--- src/rtl/atw_pkg.sv ---
package atw_pkg;
  typedef enum logic [2:0] {
    ST_IDLE,
    ST_CHECK,
    ST_RECOVER,
    ST_WRITE_BUF,
    ST_SET_VALID,
    ST_WRITE_DEST,
    ST_CLEAR_VALID
  } atw_state_t;

  localparam logic [7:0] MARK_SET = 8'hA5;
  localparam logic [7:0] MARK_CLR = 8'h00;
endpackage

--- src/rtl/atw_payload.sv ---
module atw_payload #(
  parameter int BYTES = 16,
  parameter int LEN_W = 5
) (
  input  logic               clk,
  input  logic               load,
  input  logic [BYTES*8-1:0] load_data,
  input  logic               wr_en,
  input  logic [LEN_W-1:0]   wr_idx,
  input  logic [7:0]         wr_byte,
  input  logic [LEN_W-1:0]   rd_idx,
  output logic [7:0]         rd_byte
);
  logic [7:0] slot [BYTES];

  for (genvar g = 0; g < BYTES; g++) begin : g_slot
    always_ff @(posedge clk) begin
      if (load) begin
        slot[g] <= load_data[g*8 +: 8];
      end else if (wr_en && wr_idx == LEN_W'(g)) begin
        slot[g] <= wr_byte;
      end
    end
  end

  always_comb begin
    rd_byte = 8'h00;
    for (int i = 0; i < BYTES; i++) begin
      if (rd_idx == LEN_W'(i)) rd_byte = slot[i];
    end
  end
endmodule

--- src/rtl/atw_ctrl.sv ---
module atw_ctrl
  import atw_pkg::*;
#(
  parameter int ADDR_W     = 8,
  parameter int PAGE_BYTES = 16,
  parameter int TEAR_BYTES = 8,
  parameter int LEN_W      = 5
) (
  input  logic              clk,
  input  logic              rst,
  input  logic              req_valid,
  input  logic [ADDR_W-1:0] req_addr,
  input  logic [LEN_W-1:0]  req_len,
  input  logic              req_tear,
  input  logic              mem_done,
  input  logic [7:0]        mem_rdata,
  output atw_state_t        state,
  output logic [LEN_W-1:0]  idx,
  output logic [LEN_W-1:0]  len_q,
  output logic [ADDR_W-1:0] addr_q,
  output logic              busy,
  output logic              req_reject,
  output logic              pl_load,
  output logic              pl_wr
);
  logic tear_q;
  logic bad_req;
  logic bad_jlen;

  assign bad_req = (req_len == '0) || (req_len > LEN_W'(PAGE_BYTES)) ||
                   (req_tear && (req_len > LEN_W'(TEAR_BYTES)));
  assign bad_jlen = (mem_rdata == 8'h00) || (mem_rdata > 8'(TEAR_BYTES));
  assign busy     = (state != ST_IDLE);
  assign pl_load  = (state == ST_IDLE) && req_valid && !bad_req;
  assign pl_wr    = (state == ST_RECOVER) && mem_done && (idx >= LEN_W'(2));

  always_ff @(posedge clk) begin
    if (rst) begin
      state      <= ST_CHECK;
      idx        <= '0;
      len_q      <= '0;
      addr_q     <= '0;
      tear_q     <= 1'b0;
      req_reject <= 1'b0;
    end else begin
      req_reject <= 1'b0;
      case (state)
        ST_IDLE: begin
          if (req_valid) begin
            if (bad_req) begin
              req_reject <= 1'b1;
            end else begin
              len_q  <= req_len;
              addr_q <= req_addr;
              tear_q <= req_tear;
              idx    <= '0;
              state  <= req_tear ? ST_WRITE_BUF : ST_WRITE_DEST;
            end
          end
        end
        ST_CHECK: begin
          if (mem_done) begin
            idx   <= '0;
            state <= (mem_rdata == MARK_SET) ? ST_RECOVER : ST_IDLE;
          end
        end
        ST_RECOVER: begin
          if (mem_done) begin
            if (idx == '0) begin
              if (bad_jlen) begin
                state <= ST_CLEAR_VALID;
              end else begin
                len_q <= mem_rdata[LEN_W-1:0];
                idx   <= LEN_W'(1);
              end
            end else if (idx == LEN_W'(1)) begin
              addr_q <= mem_rdata[ADDR_W-1:0];
              idx    <= LEN_W'(2);
            end else if (idx == len_q + LEN_W'(1)) begin
              idx    <= '0;
              tear_q <= 1'b1;
              state  <= ST_WRITE_DEST;
            end else begin
              idx <= idx + LEN_W'(1);
            end
          end
        end
        ST_WRITE_BUF: begin
          if (mem_done) begin
            if (idx == len_q + LEN_W'(1)) begin
              idx   <= '0;
              state <= ST_SET_VALID;
            end else begin
              idx <= idx + LEN_W'(1);
            end
          end
        end
        ST_SET_VALID: begin
          if (mem_done) begin
            idx   <= '0;
            state <= ST_WRITE_DEST;
          end
        end
        ST_WRITE_DEST: begin
          if (mem_done) begin
            if (idx == len_q - LEN_W'(1)) begin
              idx   <= '0;
              state <= tear_q ? ST_CLEAR_VALID : ST_IDLE;
            end else begin
              idx <= idx + LEN_W'(1);
            end
          end
        end
        ST_CLEAR_VALID: begin
          if (mem_done) state <= ST_IDLE;
        end
        default: state <= ST_IDLE;
      endcase
    end
  end


  reject_idle_chk: assert property (@(posedge clk) disable iff (rst)
    req_reject |-> !busy);


  tear_len_chk: assert property (@(posedge clk) disable iff (rst)
    (state == ST_WRITE_BUF) |-> (len_q != '0 && len_q <= LEN_W'(TEAR_BYTES)));


  marker_order_chk: assert property (@(posedge clk) disable iff (rst)
    (state == ST_SET_VALID && $past(state) != ST_SET_VALID) |->
      ($past(state) == ST_WRITE_BUF));


  plain_no_clear_chk: assert property (@(posedge clk) disable iff (rst)
    (state == ST_CLEAR_VALID && $past(state) == ST_WRITE_DEST) |-> tear_q);
endmodule

--- src/rtl/atw_port.sv ---
module atw_port
  import atw_pkg::*;
#(
  parameter int                ADDR_W = 8,
  parameter int                LEN_W  = 5,
  parameter logic [ADDR_W-1:0] JBASE  = 8'hE0
) (
  input  logic              clk,
  input  logic              rst,
  input  atw_state_t        state,
  input  logic [LEN_W-1:0]  idx,
  input  logic [LEN_W-1:0]  len_q,
  input  logic [ADDR_W-1:0] addr_q,
  input  logic [7:0]        pl_byte,
  input  logic              mem_done,
  output logic [LEN_W-1:0]  pl_rd_idx,
  output logic              mem_req,
  output logic              mem_we,
  output logic [ADDR_W-1:0] mem_addr,
  output logic [7:0]        mem_wdata
);
  logic [ADDR_W-1:0] jslot;

  assign jslot = JBASE + ADDR_W'(idx) + ADDR_W'(1);

  always_comb begin
    mem_req   = 1'b1;
    mem_we    = 1'b0;
    mem_addr  = JBASE;
    mem_wdata = MARK_CLR;
    pl_rd_idx = idx;
    case (state)
      ST_IDLE: mem_req = 1'b0;
      ST_CHECK: begin
        mem_addr = JBASE;
      end
      ST_RECOVER: begin
        mem_addr = jslot;
      end
      ST_WRITE_BUF: begin
        mem_we    = 1'b1;
        mem_addr  = jslot;
        pl_rd_idx = idx - LEN_W'(2);
        if (idx == '0)             mem_wdata = 8'(len_q);
        else if (idx == LEN_W'(1)) mem_wdata = 8'(addr_q);
        else                       mem_wdata = pl_byte;
      end
      ST_SET_VALID: begin
        mem_we    = 1'b1;
        mem_wdata = MARK_SET;
      end
      ST_WRITE_DEST: begin
        mem_we    = 1'b1;
        mem_addr  = addr_q + ADDR_W'(idx);
        mem_wdata = pl_byte;
      end
      ST_CLEAR_VALID: begin
        mem_we    = 1'b1;
        mem_wdata = MARK_CLR;
      end
      default: mem_req = 1'b0;
    endcase
  end


  hold_req_chk: assert property (@(posedge clk) disable iff (rst)
    (mem_req && !mem_done) |=>
      (mem_req && $stable(mem_addr) && $stable(mem_we) && $stable(mem_wdata)));
endmodule

--- src/rtl/atw_seq.sv ---
module atw_seq
  import atw_pkg::*;
#(
  parameter int                ADDR_W     = 8,
  parameter int                PAGE_BYTES = 16,
  parameter int                TEAR_BYTES = 8,
  parameter logic [ADDR_W-1:0] JBASE      = 8'hE0,
  localparam int               LEN_W      = $clog2(PAGE_BYTES + 2),
  localparam int               DATA_BITS  = PAGE_BYTES * 8
) (
  input  logic                 clk,
  input  logic                 rst,
  input  logic                 req_valid,
  input  logic [ADDR_W-1:0]    req_addr,
  input  logic [LEN_W-1:0]     req_len,
  input  logic                 req_tear,
  input  logic [DATA_BITS-1:0] req_data,
  output logic                 req_reject,
  output logic                 busy,
  output logic                 mem_req,
  output logic                 mem_we,
  output logic [ADDR_W-1:0]    mem_addr,
  output logic [7:0]           mem_wdata,
  input  logic [7:0]           mem_rdata,
  input  logic                 mem_done
);
  atw_state_t        state;
  logic [LEN_W-1:0]  idx;
  logic [LEN_W-1:0]  len_q;
  logic [ADDR_W-1:0] addr_q;
  logic              pl_load;
  logic              pl_wr;
  logic [LEN_W-1:0]  pl_rd_idx;
  logic [7:0]        pl_byte;

  atw_ctrl #(
    .ADDR_W(ADDR_W), .PAGE_BYTES(PAGE_BYTES),
    .TEAR_BYTES(TEAR_BYTES), .LEN_W(LEN_W)
  ) i_ctrl (
    .clk(clk), .rst(rst), .req_valid(req_valid), .req_addr(req_addr),
    .req_len(req_len), .req_tear(req_tear), .mem_done(mem_done),
    .mem_rdata(mem_rdata), .state(state), .idx(idx), .len_q(len_q),
    .addr_q(addr_q), .busy(busy), .req_reject(req_reject),
    .pl_load(pl_load), .pl_wr(pl_wr)
  );

  atw_payload #(.BYTES(PAGE_BYTES), .LEN_W(LEN_W)) i_payload (
    .clk(clk), .load(pl_load), .load_data(req_data), .wr_en(pl_wr),
    .wr_idx(idx - LEN_W'(2)), .wr_byte(mem_rdata), .rd_idx(pl_rd_idx),
    .rd_byte(pl_byte)
  );

  atw_port #(.ADDR_W(ADDR_W), .LEN_W(LEN_W), .JBASE(JBASE)) i_port (
    .clk(clk), .rst(rst), .state(state), .idx(idx), .len_q(len_q),
    .addr_q(addr_q), .pl_byte(pl_byte), .mem_done(mem_done),
    .pl_rd_idx(pl_rd_idx), .mem_req(mem_req), .mem_we(mem_we),
    .mem_addr(mem_addr), .mem_wdata(mem_wdata)
  );
endmodule

--- config.mk ---
export PLATFORM = sky130hd
export DESIGN_NAME = atw_seq
export DESIGN_NICKNAME = d
export VERILOG_FILES = /design/src/rtl/atw_pkg.sv /design/src/rtl/atw_payload.sv /design/src/rtl/atw_ctrl.sv /design/src/rtl/atw_port.sv /design/src/rtl/atw_seq.sv
export SDC_FILE = /design/constraint.sdc
export NUM_CORES = 1
export LEC_CHECK = 0
export ABC_AREA = 0
export BUFFER_PORTS_ARGS = -buffer_cell sky130_fd_sc_hd__buf_4
export CORE_UTILIZATION = 35
export DETAILED_ROUTE_END_ITERATION = 16
export GPL_TIMING_DRIVEN = 0
export REMOVE_ABC_BUFFERS = 1
export SYNTH_ARGS = -nofsm -noshare
export SYNTH_HDL_FRONTEND = slang
export SYNTH_SLANG_ARGS = --single-unit
--- constraint.sdc ---
create_clock -name clk -period 6.5 [get_ports clk]
set_input_delay 0.65 -clock clk [delete_from_list [all_inputs] [get_ports clk]]
set_output_delay 0.65 -clock clk [all_outputs]
set_load 0.005 [all_outputs]
==> impl_metrics.toml <==
[floorplan]
number_of_placement_rows = 60
fp.dieArea_um2 = 28000
core_um2 = 26900
chip_width_um = 167
boundaryPins = 174
initial_standard_cell_utilization_of_the_core = 0.356
floorplan.die.height_um = 167

[worst_setup_path]
regToRegStartpoint = "i_ctrl.idx[1]"
worstPathMaxFanout = 27
cp.arrival_ps = 5150
crit_path_start_kind = "flop"
critPathRequiredTime_ps = 5850
critical_path.endpoint_type = "output pin"
crit_path_start = "i_ctrl.idx[1]"
worst_path_dominant_cell_family = "compound AO/OA/AOI/OAI gates"
critical-path-slowest-cell = "dfxtp_1"
critical_path.cell_chain = "inv_1, ha_1, and4b_1, a21oi_1, nand2_1, o21ai_0, a31oi_1, a311o_1, buf_4"
worstSetupPathType = "flop to output pin"
slowest_delay_ps = 1050
critical_path_buf_inv_count = 2

[layout]
fillCellCount = 2593
antennaDiodeCount = 0
layout-drive-gt1-share = 0.371
layout-area-overhead-vs-synth_pct = 22.2
final_net_count = 1195

[routing]
route.vias.total = 7917
antenna_violating_nets_post_route = 0
post_drt_via_cell_ratio = 5.73
post-route-drc-count = 0
detail_route.wl_per_cell_um = 22.7
drt_wl_total_mm = 31.4
drt-pass1-iter-count = 6
drt-initial-drc-count = 786

[global_route]
antenna_found_initial = 0
pin_count_of_the_biggest_net_entering_global_routing = 45
global_route.usage.total = 0.226
global_route_wire_length_before_repair_mm = 47.0
first_global_vias = 7739
globalRoute.totalOverflow = 0

[power_and_ir_drop]
design_internal_power_mw = 2.05
combPwrFrac = 0.285
power.leakage_nw = 4.14
power_density_nw_per_um2 = 266
seq_power_share = 0.388
switching_share = 0.341
pwr_total_mw = 3.11
max-vdd-ir-drop_mv = 0.129
power.net_switching_mw = 1.06
pwr-share-clk = 0.327

[placed_design]
gp_congestion = 0.909
place.port_buffers = 173
place.detailed.hpwl_mm = 22.4

[synthesis]
yosysSeqAreaShare = 0.450
cell_count_after_synthesis = 892
synthArstFlopShare = 0
ys_ff_latch = 151
ys.flop_type = "edfxtp_1"
ys.warnings.count = 0
syn_area_um2 = 9570
synth-edff-count = 128
synthesis.area_per_instance_um2 = 10.7
yosysUniqueCellTypes = 85

[clock_network]
clk-insertion-delay-late_ps = 440
post_cts_resized = 0
cts_hold_buf = 0
cts.repair_timing.setup_buffer_count = 0
buffer_levels_on_the_longest_clock_path = 2
clkTransAtPathRegs_ps = 70
h-tree-depth = 4
cts_root_buf = "clkbuf_16"
cts.sinks = 151
numCtsBuffers = 17
cts_tree = "yes"

[sta]
minimum_clock_period_after_layout_ps = 5800
fin_worst_skew_ps = 13.5
totalNegativeSetupSlack_ps = 0
worst_pin_slew_ps = 1330
slew_headroom = 0.105
grt_setup_unrepaired = "no"
hold_violations = 0
setup_viol_count_final = 0
post_route_fraction_of_the_period_consumed_by_the_critical_path = 0.893
clock.fmax_mhz = 172
drv_slew = 0

[min_path]
hold_path.class = "flop to flop"
min-delay-start = "i_ctrl.addr_q[4]"

[status]
run_status = "finished clean"

[flow_run]
timing.max_cap.violations = 0
## final timing paths
| path | to | slack, ps | cells past startpoint |
|---|---|---|---|
| worst max-delay path | mem_wdata[5] | 700 | 9 |
| worst min-delay path | i_ctrl.addr_q[4] | 500 | 2 |
| worst max register to register | i_payload.slot[1][32] | 2200 | 8 |
| worst min register to register | i_ctrl.addr_q[4] | 500 | 2 |
## worst register-to-register path, delay by kind of cell, from the launching register on
family                     cells  cell delay (ps)
AOI/OAI and AO/OA              1              100
DFF                            1             1050
adders and majority gates      1              400
and+or+nand+nor                5             1850
buffers and inverters          1              550
## state kept, by name, indices dropped and copies added, names as in the netlist
signal,cells
i_ctrl.idx,5
i_ctrl.len_q,5
i_payload.slot,128
i_ctrl.addr_q,8
i_ctrl.req_reject,1
i_ctrl.tear_q,1
i_ctrl.state,3
## power by group through the flow
stage | clock, mW | sequential (mW) | combinational (mW)
finish | 1.02 | 1.21 | 0.885
global route | 1.06 | 1.22 | 0.953
CTS | 1.02 | 1.21 | 0.880
detailed placement | 0 | 1.23 | 0.875
global placement | 0 | 1.24 | 0.838
floorplan | 0 | 1.21 | 0.496
## synthesized netlist by cell type, types with 4 or more instances
master    count  area, µm²
buf_1         5       18.8
a221o_1       4       40.0
o31ai_1       6       45.0
o21a_1        5       37.5
a31oi_1      10       62.6
a221oi_1      4       35.0
ha_1         13        163
or4_1         5       37.5
o22ai_1      10       62.6
mux2_2      132       1490
mux2i_1      11        110
nor4_1        5       31.3
edfxtp_1    128       3840
xor2_1        6       52.6
nor2_1       48        180
nand2_1      91        342
and3b_1       4       35.0
a21oi_1      44        220
a211oi_1      7       52.6
nor2_2       13       81.3
buf_4         4       30.0
nor2b_1      10       62.6
mux4_2        7        158
or3_1         4       25.0
nor3_1       19       95.1
a21o_1       12       90.1
a311oi_1      4       35.0
nand3_1      13       65.1
inv_1        16       60.1
dfxtp_1      23        460
and3_1        4       25.0
o21ai_0      52        260
nand2b_1     13       81.3
and2_1       10       62.6
a22oi_1      11       82.6
clkbuf_1     36        135
xnor2_1      11       96.3
o211ai_1      7       52.6
buf_2        15       75.1
## metal layers
layer / wire length, µm / part of all wire / track usage / up-vias
met5: 0 / 0 / 0 / -
met4: 837 / 0.027 / 0.0893 / 0
met3: 2070 / 0.066 / 0.0331 / 49
met2: 14900 / 0.47 / 0.361 / 359
met1: 13600 / 0.43 / 0.307 / 3846
li1: - / - / - / 3663
## layout by cell type, fill, tap and decap left out, drive strengths merged, types with 13 or more instances in the layout
| master | count |
|---|---|
| nand3 | 13 |
| buf | 178 |
| o21ai | 54 |
| nor3 | 21 |
| edfxtp | 128 |
| nand2b | 13 |
| inv | 25 |
| ha | 13 |
| dfxtp | 23 |
| nor2 | 62 |
| clkbuf | 18 |
| nand2 | 92 |
| a21oi | 44 |
| mux2 | 132 |
## area by class of cell
type | instances | area [µm²] | area share
Multi-Input combinational cell | 662 | 4940 | 0.423
Clock inverter | 14 | 160 | 0.0137
Inverter | 17 | 63.8 | 0.00545
Clock buffer | 18 | 429 | 0.0367
Tap cell | 341 | 427 | 0.0365
Timing Repair Buffer | 178 | 1370 | 0.117
Sequential cell | 151 | 4310 | 0.368
## kinds of logic after synthesis
kind of cell	after synthesis	share of synthesized area
flops	151	0.450
simple gates	263	0.142
compound gates	217	0.152
buf+inv	79	0.0361
fa+ha+maj	14	0.0191
mux	150	0.183
xor+xnor	18	0.0173
## stage by stage
step / setup WS (ps) / hold WS, ps / util / instance area [µm²] / cells
6_report: 697 / 501 / 0.435 / 11700 / 1381
5_1_grt: 341 / 498 / 0.435 / 11700 / 1381
4_1_cts: 662 / 502 / 0.435 / 11700 / 1381
3_5_place_dp: 1100 / 487 / 0.413 / 11100 / 1349
3_3_place_gp: 340 / 495 / 0.410 / 11000 / 1344
2_1_floorplan: 2280 / 443 / - / 9290 / 830
Note: power is estimated with default switching activity, not from simulation.
